## config.mk

```make
export PLATFORM = sky130hd
export DESIGN_NAME = adc_cfg_seq
export DESIGN_NICKNAME = d
export VERILOG_FILES = /design/src/rtl/adc_cfg_pkg.sv /design/src/rtl/adc_cfg_timer.sv /design/src/rtl/adc_cfg_lut.sv /design/src/rtl/adc_cfg_seq.sv
export SDC_FILE = /design/constraint.sdc
export NUM_CORES = 1
export LEC_CHECK = 0
export BUFFER_PORTS_ARGS = -buffer_cell sky130_fd_sc_hd__buf_2
export CORE_MARGIN = 2
export CORE_UTILIZATION = 62
export CTS_CLUSTER_DIAMETER = 50
export CTS_CLUSTER_SIZE = 8
export DETAILED_ROUTE_END_ITERATION = 10
export PLACE_DENSITY = 0.88
export SLEW_MARGIN = 20
export SYNTH_ARGS = -nofsm -noshare
export SYNTH_HDL_FRONTEND = slang
export SYNTH_SLANG_ARGS = --single-unit
```

## constraint.sdc

```tcl
create_clock -name clk -period 4.3 [get_ports clk]
set_input_delay 0.86 -clock clk [delete_from_list [all_inputs] [get_ports clk]]
set_output_delay 0.86 -clock clk [all_outputs]
set_load 0.02 [all_outputs]
```

## src/rtl/adc_cfg_pkg.sv

```systemverilog
package adc_cfg_pkg;

  localparam int unsigned REG_AW   = 8;
  localparam int unsigned REG_DW   = 8;
  localparam int unsigned NUM_WR   = 12;
  localparam int unsigned FUSE_IDX = 1;
  localparam int unsigned PAT_W    = 20;

  typedef enum logic [1:0] {
    IFM_TWO  = 2'd0,
    IFM_ONE  = 2'd1,
    IFM_HALF = 2'd2,
    IFM_RSVD = 2'd3
  } ifm_t;

  typedef enum logic [1:0] {
    RES_14 = 2'd0,
    RES_16 = 2'd1,
    RES_18 = 2'd2,
    RES_20 = 2'd3
  } res_t;

  typedef struct packed {
    ifm_t ifm;
    res_t res;
    logic cplx;
  } cfg_t;

  typedef enum logic [1:0] {
    ST_IDLE  = 2'd0,
    ST_WRITE = 2'd1,
    ST_PAUSE = 2'd2
  } st_t;

  // Only two-lane supports every width; the narrower lane modes are 14-bit only.
  function automatic logic cfg_legal(cfg_t c);
    case (c.ifm)
      IFM_TWO:  return 1'b1;
      IFM_ONE,
      IFM_HALF: return (c.res == RES_14);
      default:  return 1'b0;
    endcase
  endfunction

endpackage

```

## src/rtl/adc_cfg_timer.sv

```systemverilog
module adc_cfg_timer #(
  parameter int unsigned CYC = 100000
) (
  input  logic clk,
  input  logic rst_n,
  input  logic load,
  input  logic run,
  output logic expired
);
  localparam int unsigned CW = $clog2(CYC + 1);
  localparam logic [CW-1:0] LOAD_VAL = CW'(CYC - 1);

  logic [CW-1:0] cnt_q, cnt_d;
  logic          cnt_en;

  always_comb begin
    cnt_en = load || (run && (cnt_q != '0));
    cnt_d  = load ? LOAD_VAL : cnt_q - 1'b1;
  end

  always_ff @(posedge clk or negedge rst_n) begin
    if (!rst_n)      cnt_q <= '0;
    else if (cnt_en) cnt_q <= cnt_d;
  end

  assign expired = (cnt_q == '0);

  // once loaded and running, the count only moves downward until zero.
  p_timer_down_r3: assert property (@(posedge clk) disable iff (!rst_n)
    (run && !load && !expired) |=> (cnt_q < $past(cnt_q)));

endmodule

```

## src/rtl/adc_cfg_lut.sv

```systemverilog
module adc_cfg_lut
  import adc_cfg_pkg::*;
#(
  parameter logic [6:0]  GAIN_CODE = 7'h00,
  parameter int unsigned STEP_W    = 4
) (
  input  cfg_t                cfg,
  input  logic [STEP_W-1:0]   step,
  output logic [REG_AW-1:0]   addr,
  output logic [REG_DW-1:0]   data
);
  logic [REG_DW-1:0] lane_byte;
  logic [PAT_W-1:0]  pattern;
  logic              fc_src, fc_div, fc_tog;
  logic              iq_ord, q_del;

  // Lane-mode byte for the first write.
  always_comb begin
    lane_byte = 8'h00;
    case (cfg.ifm)
      IFM_TWO:  lane_byte = (cfg.res == RES_16 || cfg.res == RES_20) ? 8'h4B : 8'h2B;
      IFM_ONE:  lane_byte = 8'h6C;
      IFM_HALF: lane_byte = 8'h8D;
      default:  lane_byte = 8'h00;
    endcase
  end

  // Frame-clock pattern: saturated in complex mode, width/lane dependent otherwise.
  always_comb begin
    pattern = 20'hFFFFF;
    if (!cfg.cplx) begin
      case (cfg.ifm)
        IFM_ONE:  pattern = 20'hFE000;
        IFM_HALF: pattern = 20'hFFC00;
        default: begin
          case (cfg.res)
            RES_16:  pattern = 20'hFF000;
            RES_18:  pattern = 20'hFF800;
            default: pattern = 20'hFFC00;
          endcase
        end
      endcase
    end
  end

  // Frame-clock control and IQ ordering bits.
  always_comb begin
    fc_src = cfg.cplx && (cfg.ifm != IFM_HALF);
    fc_div = !cfg.cplx && (cfg.ifm == IFM_TWO);
    fc_tog = cfg.cplx && (cfg.ifm == IFM_HALF);
    iq_ord = cfg.cplx && (cfg.ifm != IFM_ONE);
    q_del  = cfg.cplx && (cfg.ifm != IFM_TWO);
  end

  always_comb begin
    addr = 8'h00;
    data = 8'h00;
    case (step)
      STEP_W'(0):  begin addr = 8'h07; data = lane_byte; end
      STEP_W'(1):  begin addr = 8'h13; data = 8'h01; end
      STEP_W'(2):  begin addr = 8'h13; data = 8'h00; end
      STEP_W'(3):  begin addr = 8'h19; data = {5'b0, fc_src, fc_div, fc_tog}; end
      STEP_W'(4):  begin addr = 8'h1B; data = {6'b0, cfg.res}; end
      STEP_W'(5):  begin addr = 8'h20; data = pattern[7:0]; end
      STEP_W'(6):  begin addr = 8'h21; data = pattern[15:8]; end
      STEP_W'(7):  begin addr = 8'h22; data = {4'b0, pattern[19:16]}; end
      STEP_W'(8):  begin addr = 8'h27; data = {7'b0, iq_ord}; end
      STEP_W'(9):  begin addr = 8'h2E; data = {7'b0, q_del}; end
      STEP_W'(10): begin addr = 8'h26; data = {GAIN_CODE, 1'b1}; end
      STEP_W'(11): begin addr = 8'h26; data = {GAIN_CODE, 1'b0}; end
      default:     begin addr = 8'h00; data = 8'h00; end
    endcase
  end

endmodule

```

## src/rtl/adc_cfg_seq.sv

```systemverilog
module adc_cfg_seq
  import adc_cfg_pkg::*;
#(
  parameter int unsigned CLK_FREQ_HZ = 100_000_000,
  parameter logic [6:0]  GAIN_CODE   = 7'h00
) (
  input  logic                clk,
  input  logic                rst_n,
  input  logic                start,
  input  logic [1:0]          iface_sel,
  input  logic [1:0]          res_sel,
  input  logic                dsp_cplx,
  output logic                wr_valid,
  input  logic                wr_ready,
  output logic [REG_AW-1:0]   wr_addr,
  output logic [REG_DW-1:0]   wr_data,
  output logic                busy,
  output logic                done,
  output logic                cfg_err
);
  localparam int unsigned WAIT_CYC = (CLK_FREQ_HZ / 1000 > 0) ? CLK_FREQ_HZ / 1000 : 1;
  localparam int unsigned STEP_W   = $clog2(NUM_WR);
  localparam logic [STEP_W-1:0] LAST_STEP = STEP_W'(NUM_WR - 1);
  localparam logic [STEP_W-1:0] FUSE_STEP = STEP_W'(FUSE_IDX);

  // Reset: asserted asynchronously, released on a clock edge.
  logic [1:0] rst_sync_q;
  logic       rst_q_n;

  always_ff @(posedge clk or negedge rst_n) begin
    if (!rst_n) rst_sync_q <= 2'b00;
    else        rst_sync_q <= {rst_sync_q[0], 1'b1};
  end
  assign rst_q_n = rst_sync_q[1];

  st_t               st_q, st_d;
  logic [STEP_W-1:0] step_q, step_d;
  cfg_t              cfg_q, cfg_d, cfg_in;
  logic              done_q, done_d;
  logic              err_q, err_d;
  logic              tmr_load, tmr_exp, tmr_run;

  assign cfg_in = '{ifm: ifm_t'(iface_sel), res: res_t'(res_sel), cplx: dsp_cplx};

  always_comb begin
    st_d     = st_q;
    step_d   = step_q;
    cfg_d    = cfg_q;
    done_d   = done_q;
    err_d    = err_q;
    tmr_load = 1'b0;
    case (st_q)
      ST_IDLE: begin
        if (start) begin
          done_d = 1'b0;
          if (cfg_legal(cfg_in)) begin
            cfg_d  = cfg_in;
            err_d  = 1'b0;
            step_d = '0;
            st_d   = ST_WRITE;
          end else begin
            err_d = 1'b1;
          end
        end
      end
      ST_WRITE: begin
        if (wr_ready) begin
          if (step_q == LAST_STEP) begin
            st_d   = ST_IDLE;
            done_d = 1'b1;
            step_d = '0;
          end else begin
            step_d = step_q + 1'b1;
            if (step_q == FUSE_STEP) begin
              st_d     = ST_PAUSE;
              tmr_load = 1'b1;
            end
          end
        end
      end
      ST_PAUSE: begin
        if (tmr_exp) st_d = ST_WRITE;
      end
      default: st_d = ST_IDLE;
    endcase
  end

  always_ff @(posedge clk or negedge rst_q_n) begin
    if (!rst_q_n) begin
      st_q   <= ST_IDLE;
      step_q <= '0;
      cfg_q  <= '{ifm: IFM_TWO, res: RES_14, cplx: 1'b0};
      done_q <= 1'b0;
      err_q  <= 1'b0;
    end else begin
      st_q   <= st_d;
      step_q <= step_d;
      cfg_q  <= cfg_d;
      done_q <= done_d;
      err_q  <= err_d;
    end
  end

  assign tmr_run = (st_q == ST_PAUSE);

  adc_cfg_timer #(.CYC(WAIT_CYC)) u_timer (
    .clk     (clk),
    .rst_n   (rst_q_n),
    .load    (tmr_load),
    .run     (tmr_run),
    .expired (tmr_exp)
  );

  adc_cfg_lut #(.GAIN_CODE(GAIN_CODE), .STEP_W(STEP_W)) u_lut (
    .cfg  (cfg_q),
    .step (step_q),
    .addr (wr_addr),
    .data (wr_data)
  );

  assign wr_valid = (st_q == ST_WRITE);
  assign busy     = (st_q != ST_IDLE);
  assign done     = done_q;
  assign cfg_err  = err_q;

  // a stalled request keeps its contents.
  p_hold_r10: assert property (@(posedge clk) disable iff (!rst_q_n)
    (wr_valid && !wr_ready) |=> (wr_valid && $stable(wr_addr) && $stable(wr_data)));

  // a new sequence opens with the lane-mode register.
  p_first_addr_r2: assert property (@(posedge clk) disable iff (!rst_q_n)
    $rose(busy) |-> (wr_valid && wr_addr == 8'h07));

  // acceptance of the reload-set write is followed by a quiet cycle.
  p_fuse_gap_r3: assert property (@(posedge clk) disable iff (!rst_q_n)
    (wr_valid && wr_ready && wr_addr == 8'h13 && wr_data == 8'h01) |=> !wr_valid);

  // an error flag never coexists with bus traffic.
  p_err_quiet_r13: assert property (@(posedge clk) disable iff (!rst_q_n)
    cfg_err |-> (!wr_valid && !busy));

  // done is only shown while idle.
  p_done_idle_r12: assert property (@(posedge clk) disable iff (!rst_q_n)
    done |-> !busy);

  // start during a run does not end the run unless the last write is taken.
  p_start_ignored_r11: assert property (@(posedge clk) disable iff (!rst_q_n)
    (busy && start && !(wr_valid && wr_ready)) |=> busy);

endmodule

```

==> results of run 1 <==
[layout make-up]
cell class,count,area (um2)
multi-input combinational,214,1370
fill,270,1090
sequential,32,801
timing repair buffer,27,138
clock buffer,8,90.1
tap,48,60.1
inverter,15,56.3
[synth_stat cells, types with 2 or more instances]
library cell                n
sky130_fd_sc_hd__o22ai_1    3
sky130_fd_sc_hd__nand2_1   20
sky130_fd_sc_hd__nor3_1     7
sky130_fd_sc_hd__nor4_1     6
sky130_fd_sc_hd__a21boi_0   2
sky130_fd_sc_hd__or4_1      2
sky130_fd_sc_hd__nor3b_1    2
sky130_fd_sc_hd__a31oi_1    3
sky130_fd_sc_hd__nor4b_1    2
sky130_fd_sc_hd__and3_1     2
sky130_fd_sc_hd__nand4b_1   4
sky130_fd_sc_hd__nor2b_1    5
sky130_fd_sc_hd__or2_2      4
sky130_fd_sc_hd__nand2b_1   6
sky130_fd_sc_hd__ha_1      16
sky130_fd_sc_hd__o31ai_1    4
sky130_fd_sc_hd__clkbuf_1   9
sky130_fd_sc_hd__a21oi_1   19
sky130_fd_sc_hd__o211ai_1   3
sky130_fd_sc_hd__buf_4      2
sky130_fd_sc_hd__or3_1      6
sky130_fd_sc_hd__mux2_2     4
sky130_fd_sc_hd__inv_1     15
sky130_fd_sc_hd__nand4_1    3
sky130_fd_sc_hd__nor2_1    27
sky130_fd_sc_hd__conb_1     2
sky130_fd_sc_hd__nand3b_1   2
sky130_fd_sc_hd__buf_1      2
sky130_fd_sc_hd__and2_1     3
sky130_fd_sc_hd__or4b_2     2
sky130_fd_sc_hd__a211oi_1   2
sky130_fd_sc_hd__nand3_1    9
sky130_fd_sc_hd__o21ai_0   22
sky130_fd_sc_hd__dfrtp_1   32
sky130_fd_sc_hd__mux2i_1    7
[flip-flops by register name, indices dropped and copies added, names as in the netlist]
signal,count
cfg_err,1
cfg_q,5
done,1
rst_sync_q,2
st_q,2
step_q,4
u_timer.cnt_q,17
[cell families (layout without fill, tap and decap cells)]
kind of cell    Yosys count  in the layout  share of synthesized area, %
simple gates            120            120                          29.3
compound gates           64             64                          16.6
flops                    32             32                          35.1
buf+inv                  28             50                          4.93
fa+ha+maj                16             16                          8.77
mux                      11             11                          5.04
other cells               2              3                         0.329
[placed cells by master (no fill, tap or decap), types with 5 or more instances in the layout]
master / instances
sky130_fd_sc_hd__dfrtp_1: 32
sky130_fd_sc_hd__nor2_1: 27
sky130_fd_sc_hd__buf_2: 26
sky130_fd_sc_hd__o21ai_0: 22
sky130_fd_sc_hd__nand2_1: 20
sky130_fd_sc_hd__a21oi_1: 19
sky130_fd_sc_hd__ha_1: 16
sky130_fd_sc_hd__inv_1: 15
sky130_fd_sc_hd__nand3_1: 9
sky130_fd_sc_hd__nor3_1: 7
sky130_fd_sc_hd__mux2i_1: 7
sky130_fd_sc_hd__nand2b_1: 6
sky130_fd_sc_hd__or3_1: 6
sky130_fd_sc_hd__nor4_1: 6
sky130_fd_sc_hd__clkbuf_8: 6
sky130_fd_sc_hd__nor2b_1: 5
[worst max path at each step]
stage	endpoint	depth (start not counted)
finish	wr_data[0]	7
global route	wr_data[2]	7
CTS	wr_data[0]	7
detailed placement	cfg_q[1]	6
global placement	cfg_q[0]	6
floorplan	wr_data[0]	4
[worst max-delay path, stage by stage (launching register included)]
cell	delay, ns
sky130_fd_sc_hd__dfrtp_1	0.44
sky130_fd_sc_hd__inv_1	0.10
sky130_fd_sc_hd__ha_1	0.37
sky130_fd_sc_hd__nor2_1	0.13
sky130_fd_sc_hd__a211oi_1	0.27
sky130_fd_sc_hd__o21ai_0	0.11
sky130_fd_sc_hd__o311ai_0	0.09
sky130_fd_sc_hd__buf_2	0.22
[power by group through the flow]
stage	logic, mW	clock network [mW]	registers (mW)
2_1_floorplan	0.732	0	0.499
3_3_place_gp	0.911	0	0.549
3_5_place_dp	0.931	0	0.557
4_1_cts	0.935	0.237	0.552
5_1_grt	1.05	0.249	0.580
6_report	0.935	0.234	0.558
[metal layers]
layer / vias to the layer above / track usage (%) / share of wire [%]
met1: 965 / 35.2 / 45
li1: 1022 / - / -
met5: - / 0 / 0
met4: 0 / 9.57 / 2.0
met3: 11 / 4.34 / 4.4
met2: 62 / 44.0 / 49
[metrics by stage]
| stage | cell area [um2] | cells | hold WS, ns | setup slack, ns |
|---|---|---|---|---|
| after detailed placement | 2430 | 336 | 0.291 | 1.70 |
| final | 2520 | 344 | 0.273 | 1.42 |
| after CTS | 2520 | 344 | 0.293 | 1.45 |
| after floorplan | 2290 | 274 | 0.331 | 1.72 |
| after global routing | 2520 | 344 | 0.322 | 1.26 |
| after global placement | 2430 | 336 | 0.258 | 1.74 |
==> insert_results.sql, run 1 <==
INSERT INTO impl_metrics (metric_group, metric, value, unit) VALUES
('worst_setup_path', 'startpoint_type', 'flip-flop', ''),
('worst_setup_path', 'critical_path.endpoint_type', 'output pin', ''),
('clock_network', 'tritoncts_buffer_count', '5', ''),
('worst_setup_path', 'required_time_of_the_critical_path', '3.44', 'ns'),
('sta', 'final.setup_skew', '0.00696', 'ns'),
('route', 'drt_first_iter_violations', '194', ''),
('route', 'detail_routed_net_length_per_standard_cell', '14.8', 'um'),
('finish', 'num_antenna_cells', '0', ''),
('clock_network', 'cts_tree', 'done', ''),
('global_routing', 'grt_pass1_vias', '1910', ''),
('route', 'drt_first_pass_iters', '6', ''),
('clock_network', 'ctsHoldBuffers', '0', ''),
('clock_network', 'ctsHtreeMaxLevel', '2', ''),
('power', 'seq_power_share', '32.3', '%'),
('synthesis', 'post_synth_num_cell_types', '49', ''),
('global_routing', 'grt-ovfl-total', '0', ''),
('synthesis', 'dominantRegCellSynth', 'sky130_fd_sc_hd__dfrtp_1', ''),
('sta', 'hold_violations', '0', ''),
('floorplan', 'io_count', '29', ''),
('route', 'via_count', '2060', ''),
('worst_setup_path', 'crit_path_max_fanout', '11', ''),
('sta', 'clock.fmax', '0.347', 'GHz'),
('outcome', 'run_status', 'finished, final reports clean', ''),
('synthesis', 'synth_seq_cells', '32', ''),
('floorplan', 'dieHeight', '64.7', 'um'),
('finish', 'layout-drive-gt1-share', '15.5', '%'),
('synthesis', 'synth_area', '2280', 'um2'),
('power', 'power.internal', '891', 'uW'),
('finish', 'layout.nets', '320', ''),
('synthesis', 'postSynthCellCount', '273', ''),
('run', 'max_cap_violations', '0', ''),
('power', 'power.switching_fraction', '48.4', '%'),
('sta', 'rsz0062_at_grt', 'false', ''),
('worst_setup_path', 'reg2reg_setup_slack', '1.98', 'ns'),
('power', 'clock_power_share', '13.6', '%'),
('synthesis', 'synth_seq_area_share', '35.1', '%'),
('global_routing', 'all_layer_gr_usage', '26.5', '%'),
('min_path', 'min_path_type', 'reg -> async', ''),
('power', 'max-vdd-ir-drop', '379', 'uV'),
('worst_setup_path', 'regToRegStartpoint', 'u_timer.cnt_q[0]', ''),
('sta', 'setup_tns', '0', 'ns'),
('route', 'drcViolationCount', '0', ''),
('sta', 'relSlewSlack', '43.8', '%'),
('global_routing', 'antenna_found_initial', '0', ''),
('clock_network', 'path_clk_slew', '0.06', 'ns'),
('finish', 'flow.area_growth_from_synthesis', '10.3', '%'),
('synthesis', 'avgSynthCellArea', '8.36', 'um2'),
('floorplan', 'std_cell_rows', '22', ''),
('synthesis', 'synth_top_area_share', '35.1', '%'),
('worst_setup_path', 'timing.setup.critical_path_class', 'reg -> out', ''),
('synthesis', 'synth-warning-count', '0', ''),
('synthesis', 'synth_async_sr_flop_share', '100', '%'),
('floorplan', 'die_w', '64.7', 'um'),
('floorplan', 'initial_utilization', '63.3', '%'),
('clock_network', 'cts.sinks', '32', ''),
('synthesis', 'library_cell_with_the_largest_summed_area_after_synthesis', 'sky130_fd_sc_hd__dfrtp_1', ''),
('floorplan', 'placeableCoreArea', '3610', 'um2'),
('placed_design', 'hpwlAfterDp', '3660', 'um'),
('clock_network', 'clock_tree_root', 'sky130_fd_sc_hd__clkbuf_8', ''),
('power', 'report.power.total', '1.73', 'mW'),
('sta', 'finalCriticalPeriod', '2.88', 'ns'),
('worst_setup_path', 'crit_arrival', '2.02', 'ns'),
('worst_setup_path', 'worstSetupStartpoint', 'step_q[1]', ''),
('sta', 'timing_worst_slew_pin_value', '0.839', 'ns'),
('clock_network', 'ctsResizeCount', '0', ''),
('worst_setup_path', 'reg2reg_to', 'u_timer.cnt_q[5]', ''),
('floorplan', 'floorplan.die_area', '4180', 'um2'),
('route', 'routed_antenna_nets', '0', ''),
('power', 'power.net_switching', '836', 'uW'),
('clock_network', 'post_cts.repair.setup_buffers', '0', ''),
('sta', 'slew_viol_final', '0', '');
Note: power is estimated with default switching activity, not from simulation.
==> run 2: changes to the inputs <==
--- a/config.mk
+++ b/config.mk
@@ -5,13 +5,14 @@
 export SDC_FILE = /design/constraint.sdc
 export NUM_CORES = 1
 export LEC_CHECK = 0
+export ABC_AREA = 1
 export BUFFER_PORTS_ARGS = -buffer_cell sky130_fd_sc_hd__buf_2
 export CORE_MARGIN = 2
-export CORE_UTILIZATION = 62
+export CORE_UTILIZATION = 53
 export CTS_CLUSTER_DIAMETER = 50
 export CTS_CLUSTER_SIZE = 8
 export DETAILED_ROUTE_END_ITERATION = 10
-export PLACE_DENSITY = 0.88
+export PLACE_DENSITY = 0.8
 export SLEW_MARGIN = 20
 export SYNTH_ARGS = -nofsm -noshare
 export SYNTH_HDL_FRONTEND = slang
==> constraint.sdc (replaced) <==
create_clock -name clk -period 2.5 [get_ports clk]
set_input_delay 0.5 -clock clk [delete_from_list [all_inputs] [get_ports clk]]
set_output_delay 0.5 -clock clk [all_outputs]
set_load 0.02 [all_outputs]
==> insert_results.sql, run 2 <==
INSERT INTO impl_metrics (metric_group, metric, value, unit) VALUES
('finish', 'layout_commonest_cell', 'sky130_fd_sc_hd__nand2_1', ''),
('clock_network', 'ctsHtreeMaxLevel', '2', ''),
('finish', 'num_antenna_cells', '0', ''),
('power', 'p_leak', '1.52', 'nW'),
('sta', 'final.setup_skew', '0.00492', 'ns'),
('finish', 'largest_register_ff_count', '17', ''),
('clock_network', 'clk_latency_worst_skew_pair', '0.29', 'ns'),
('synthesis', 'ys_top_cells_by_area', 'sky130_fd_sc_hd__dfrtp_1 34%, sky130_fd_sc_hd__nand2_1 17%, sky130_fd_sc_hd__ha_1 8.4%, sky130_fd_sc_hd__inv_1 7.7%, sky130_fd_sc_hd__nor2_1 6.3%', ''),
('route', 'drt_first_iter_violations', '118', ''),
('synthesis', 'synth_seq_cells', '32', ''),
('floorplan', 'std_cell_rows', '24', ''),
('worst_setup_path', 'timing.setup.critical_path_class', 'reg -> out', ''),
('sta', 'slew_viol_final', '0', ''),
('finish', 'layout.nets', '405', ''),
('route', 'drcViolationCount', '0', ''),
('worst_setup_path', 'reg2reg_to', 'u_timer.cnt_q[11]', ''),
('floorplan', 'dieHeight', '70.9', 'um'),
('route', 'detail_routed_net_length_per_standard_cell', '11.5', 'um'),
('clock_network', 'post_cts.repair.setup_buffers', '0', ''),
('synthesis', 'synth_area', '2370', 'um2'),
('route', 'drt-total-wl', '4990', 'um'),
('placed_design', 'detailedPlace.worstSlack', '0.400', 'ns'),
('synthesis', 'synth_top_area_share', '33.7', '%'),
('finish', 'reg_top3', 'u_timer.cnt_q x17, cfg_q x5, step_q x4', ''),
('sta', 'finalCriticalPeriod', '2.37', 'ns'),
('synthesis', 'library_cell_with_the_largest_summed_area_after_synthesis', 'sky130_fd_sc_hd__dfrtp_1', ''),
('global_routing', 'grt_max_degree', '28', ''),
('floorplan', 'placeableCoreArea', '4320', 'um2'),
('sta', 'setup_viol_count_final', '0', ''),
('power', 'max-vdd-ir-drop', '677', 'uV'),
('worst_setup_path', 'crit_path_max_fanout', '7', ''),
('sta', 'layout_worst_path_cycle_share', '94.9', '%'),
('finish', 'final_cell_mix', '109 x sky130_fd_sc_hd__nand2_1, 48 x sky130_fd_sc_hd__inv_1, 40 x sky130_fd_sc_hd__nor2_1, 32 x sky130_fd_sc_hd__dfrtp_1, 27 x sky130_fd_sc_hd__nand3_1', ''),
('sta', 'clock.fmax', '0.422', 'GHz'),
('sta', 'hold_violations', '0', ''),
('outcome', 'run_status', 'finished, final reports clean', ''),
('global_routing', 'grt-ovfl-total', '0', ''),
('route', 'routed_antenna_nets', '0', ''),
('global_routing', 'antenna_found_initial', '0', ''),
('min_path', 'min_path_type', 'reg -> async', ''),
('worst_setup_path', 'reg2reg_setup_slack', '0.65', 'ns'),
('route', 'drt_first_pass_iters', '4', ''),
('floorplan', 'io_count', '29', ''),
('clock_network', 'clock_tree.buffer_depth', '2', ''),
('worst_setup_path', 'critical_path.endpoint_type', 'output pin', ''),
('route', 'via_count', '2221', ''),
('clock_network', 'cts_tree', 'done', ''),
('finish', 'postLayoutCoreUtil', '61.1', '%'),
('placed_design', 'count_of_port_buffers_added_during_placement', '26', ''),
('synthesis', 'synth_async_sr_flop_share', '100', '%'),
('route', 'vias_per_cell', '5.13', ''),
('worst_setup_path', 'worstRegToRegCells', '9', ''),
('global_routing', 'all_layer_gr_usage', '22.2', '%'),
('synthesis', 'synth_seq_area_share', '33.7', '%'),
('power', 'report.power.total', '3.36', 'mW'),
('synthesis', 'dominantRegCellSynth', 'sky130_fd_sc_hd__dfrtp_1', ''),
('synthesis', 'post_synth_edffs', '0', ''),
('floorplan', 'initial_utilization', '54.9', '%'),
('clock_network', 'path_clk_slew', '0.07', 'ns'),
('synthesis', 'synth-warning-count', '0', ''),
('synthesis', 'postSynthCellCount', '350', ''),
('clock_network', 'tritoncts_buffer_count', '5', ''),
('sta', 'timing_worst_slew_pin_value', '0.573', 'ns'),
('power', 'power.density_cell_area', '1270', 'nW/um2'),
('synthesis', 'synth.cells.most_frequent', '110 x sky130_fd_sc_hd__nand2_1, 49 x sky130_fd_sc_hd__inv_1, 40 x sky130_fd_sc_hd__nor2_1', ''),
('global_routing', 'grt_first_pass_wirelength', '8950', 'um'),
('finish', 'largest-register', 'u_timer.cnt_q', ''),
('placed_design', 'hpwlAfterDp', '3910', 'um'),
('floorplan', 'floorplan.die_area', '5030', 'um2'),
('synthesis', 'yosysMostFrequentCell', 'sky130_fd_sc_hd__nand2_1', ''),
('finish', 'layout-drive-gt1-share', '13.4', '%'),
('sta', 'setup_tns', '0', 'ns'),
('sta', 'worst_slack', '0.128', 'ns'),
('clock_network', 'clock_tree_root', 'sky130_fd_sc_hd__clkbuf_8', ''),
('worst_setup_path', 'required_time_of_the_critical_path', '2.00', 'ns'),
('placed_design', 'routabilityCongestion', '0.938', ''),
('sta', 'rsz0062_at_grt', 'false', ''),
('sta', 'relSlewSlack', '61.6', '%'),
('clock_network', 'cts.sinks', '32', ''),
('global_routing', 'grt_pass1_vias', '2094', ''),
('synthesis', 'avgSynthCellArea', '6.78', 'um2'),
('synthesis', 'post_synth_num_cell_types', '32', ''),
('worst_setup_path', 'worstSetupStartpoint', 'step_q[1]', ''),
('worst_setup_path', 'crit_arrival', '1.87', 'ns'),
('finish', 'flow.area_growth_from_synthesis', '11.2', '%'),
('worst_setup_path', 'regToRegStartpoint', 'step_q[1]', ''),
('floorplan', 'die_w', '70.9', 'um'),
('worst_setup_path', 'startpoint_type', 'flip-flop', ''),
('run', 'max_cap_violations', '0', '');
## run 2: cell types whose count changed in the layout (fill, tap and decap cells not counted), moves of 5 or more
cell,delta
sky130_fd_sc_hd__or3_1,-6
sky130_fd_sc_hd__nand3_1,+18
sky130_fd_sc_hd__nor2b_1,-5
sky130_fd_sc_hd__a21oi_1,-14
sky130_fd_sc_hd__nor4_1,-6
sky130_fd_sc_hd__o21ai_1,+6
sky130_fd_sc_hd__inv_1,+33
sky130_fd_sc_hd__mux2i_1,-7
sky130_fd_sc_hd__nand2b_1,-6
sky130_fd_sc_hd__nor2_1,+13
sky130_fd_sc_hd__nand2_1,+89
## run 2: worst max path at each step
stage                            end  slack (ns)  depth (start not counted)
after floorplan           wr_data[0]        0.59                          7
final                     wr_data[0]        0.13                          8
after global placement    wr_data[0]        0.45                          8
after CTS                 wr_data[0]        0.08                          8
after detailed placement  wr_data[0]        0.40                          8
after global routing      wr_data[0]       0.005                          8
## run 2: power by group
part	internal, mW	leakage (nW)	switching (mW)
logic	0.697	1.07	1.37
registers	0.703	0.401	0.186
clock network	0.219	0.0510	0.185
total	1.62	1.52	1.74
## run 2: timing repair
| item | 4_1_cts | 5_1_grt |
|---|---|---|
| hold buffers | 1 | 0 |
| gates resized for setup | 0 | 3 |
| endpoints found under the hold margin | 2 | 0 |
| setup endpoints to repair | 0 | 1 |
## run 2: kinds of logic after synthesis
| kind of cell | Yosys count | synth area share, % |
|---|---|---|
| flops | 32 | 33.7 |
| compound gates | 37 | 8.65 |
| other cells | 2 | 0.316 |
| xor+xnor | 5 | 1.85 |
| fa+ha+maj | 16 | 8.43 |
| buf+inv | 58 | 10.3 |
| simple gates | 200 | 36.7 |
## run 2: layout make-up
| type | count | area, um2 |
|---|---|---|
| Timing Repair Buffer | 28 | 148 |
| Sequential cell | 32 | 801 |
| Clock buffer | 6 | 82.6 |
| Clock inverter | 2 | 10.0 |
| Inverter | 52 | 198 |
| Fill cell | 408 | 1680 |
| Tap cell | 52 | 65.1 |
| Multi-Input combinational cell | 261 | 1340 |
## run 2: stage by stage
step,cells,instance area [um2],hold slack (ns)
CTS,433,2640,0.0685
finish,433,2640,0.0639
global route,433,2640,0.0842
detailed placement,424,2530,0.0625
global placement,424,2530,0.0591
floorplan,351,2380,0.204
## run 2: worst max-delay path, stage by stage (launching register included)
cell,delay [ns]
sky130_fd_sc_hd__dfrtp_1,0.41
sky130_fd_sc_hd__inv_1,0.12
sky130_fd_sc_hd__ha_2,0.20
sky130_fd_sc_hd__nand2_2,0.11
sky130_fd_sc_hd__or2_2,0.31
sky130_fd_sc_hd__a21oi_1,0.15
sky130_fd_sc_hd__nor3_1,0.07
sky130_fd_sc_hd__nand2_1,0.06
sky130_fd_sc_hd__buf_2,0.15
## run 2: metal layers
metal / GRT usage [%] / wire (um)
met1: 26.3 / 2220
met2: 40.1 / 2450
met4: 7.76 / 81
met3: 4.13 / 243
met5: 0 / 0
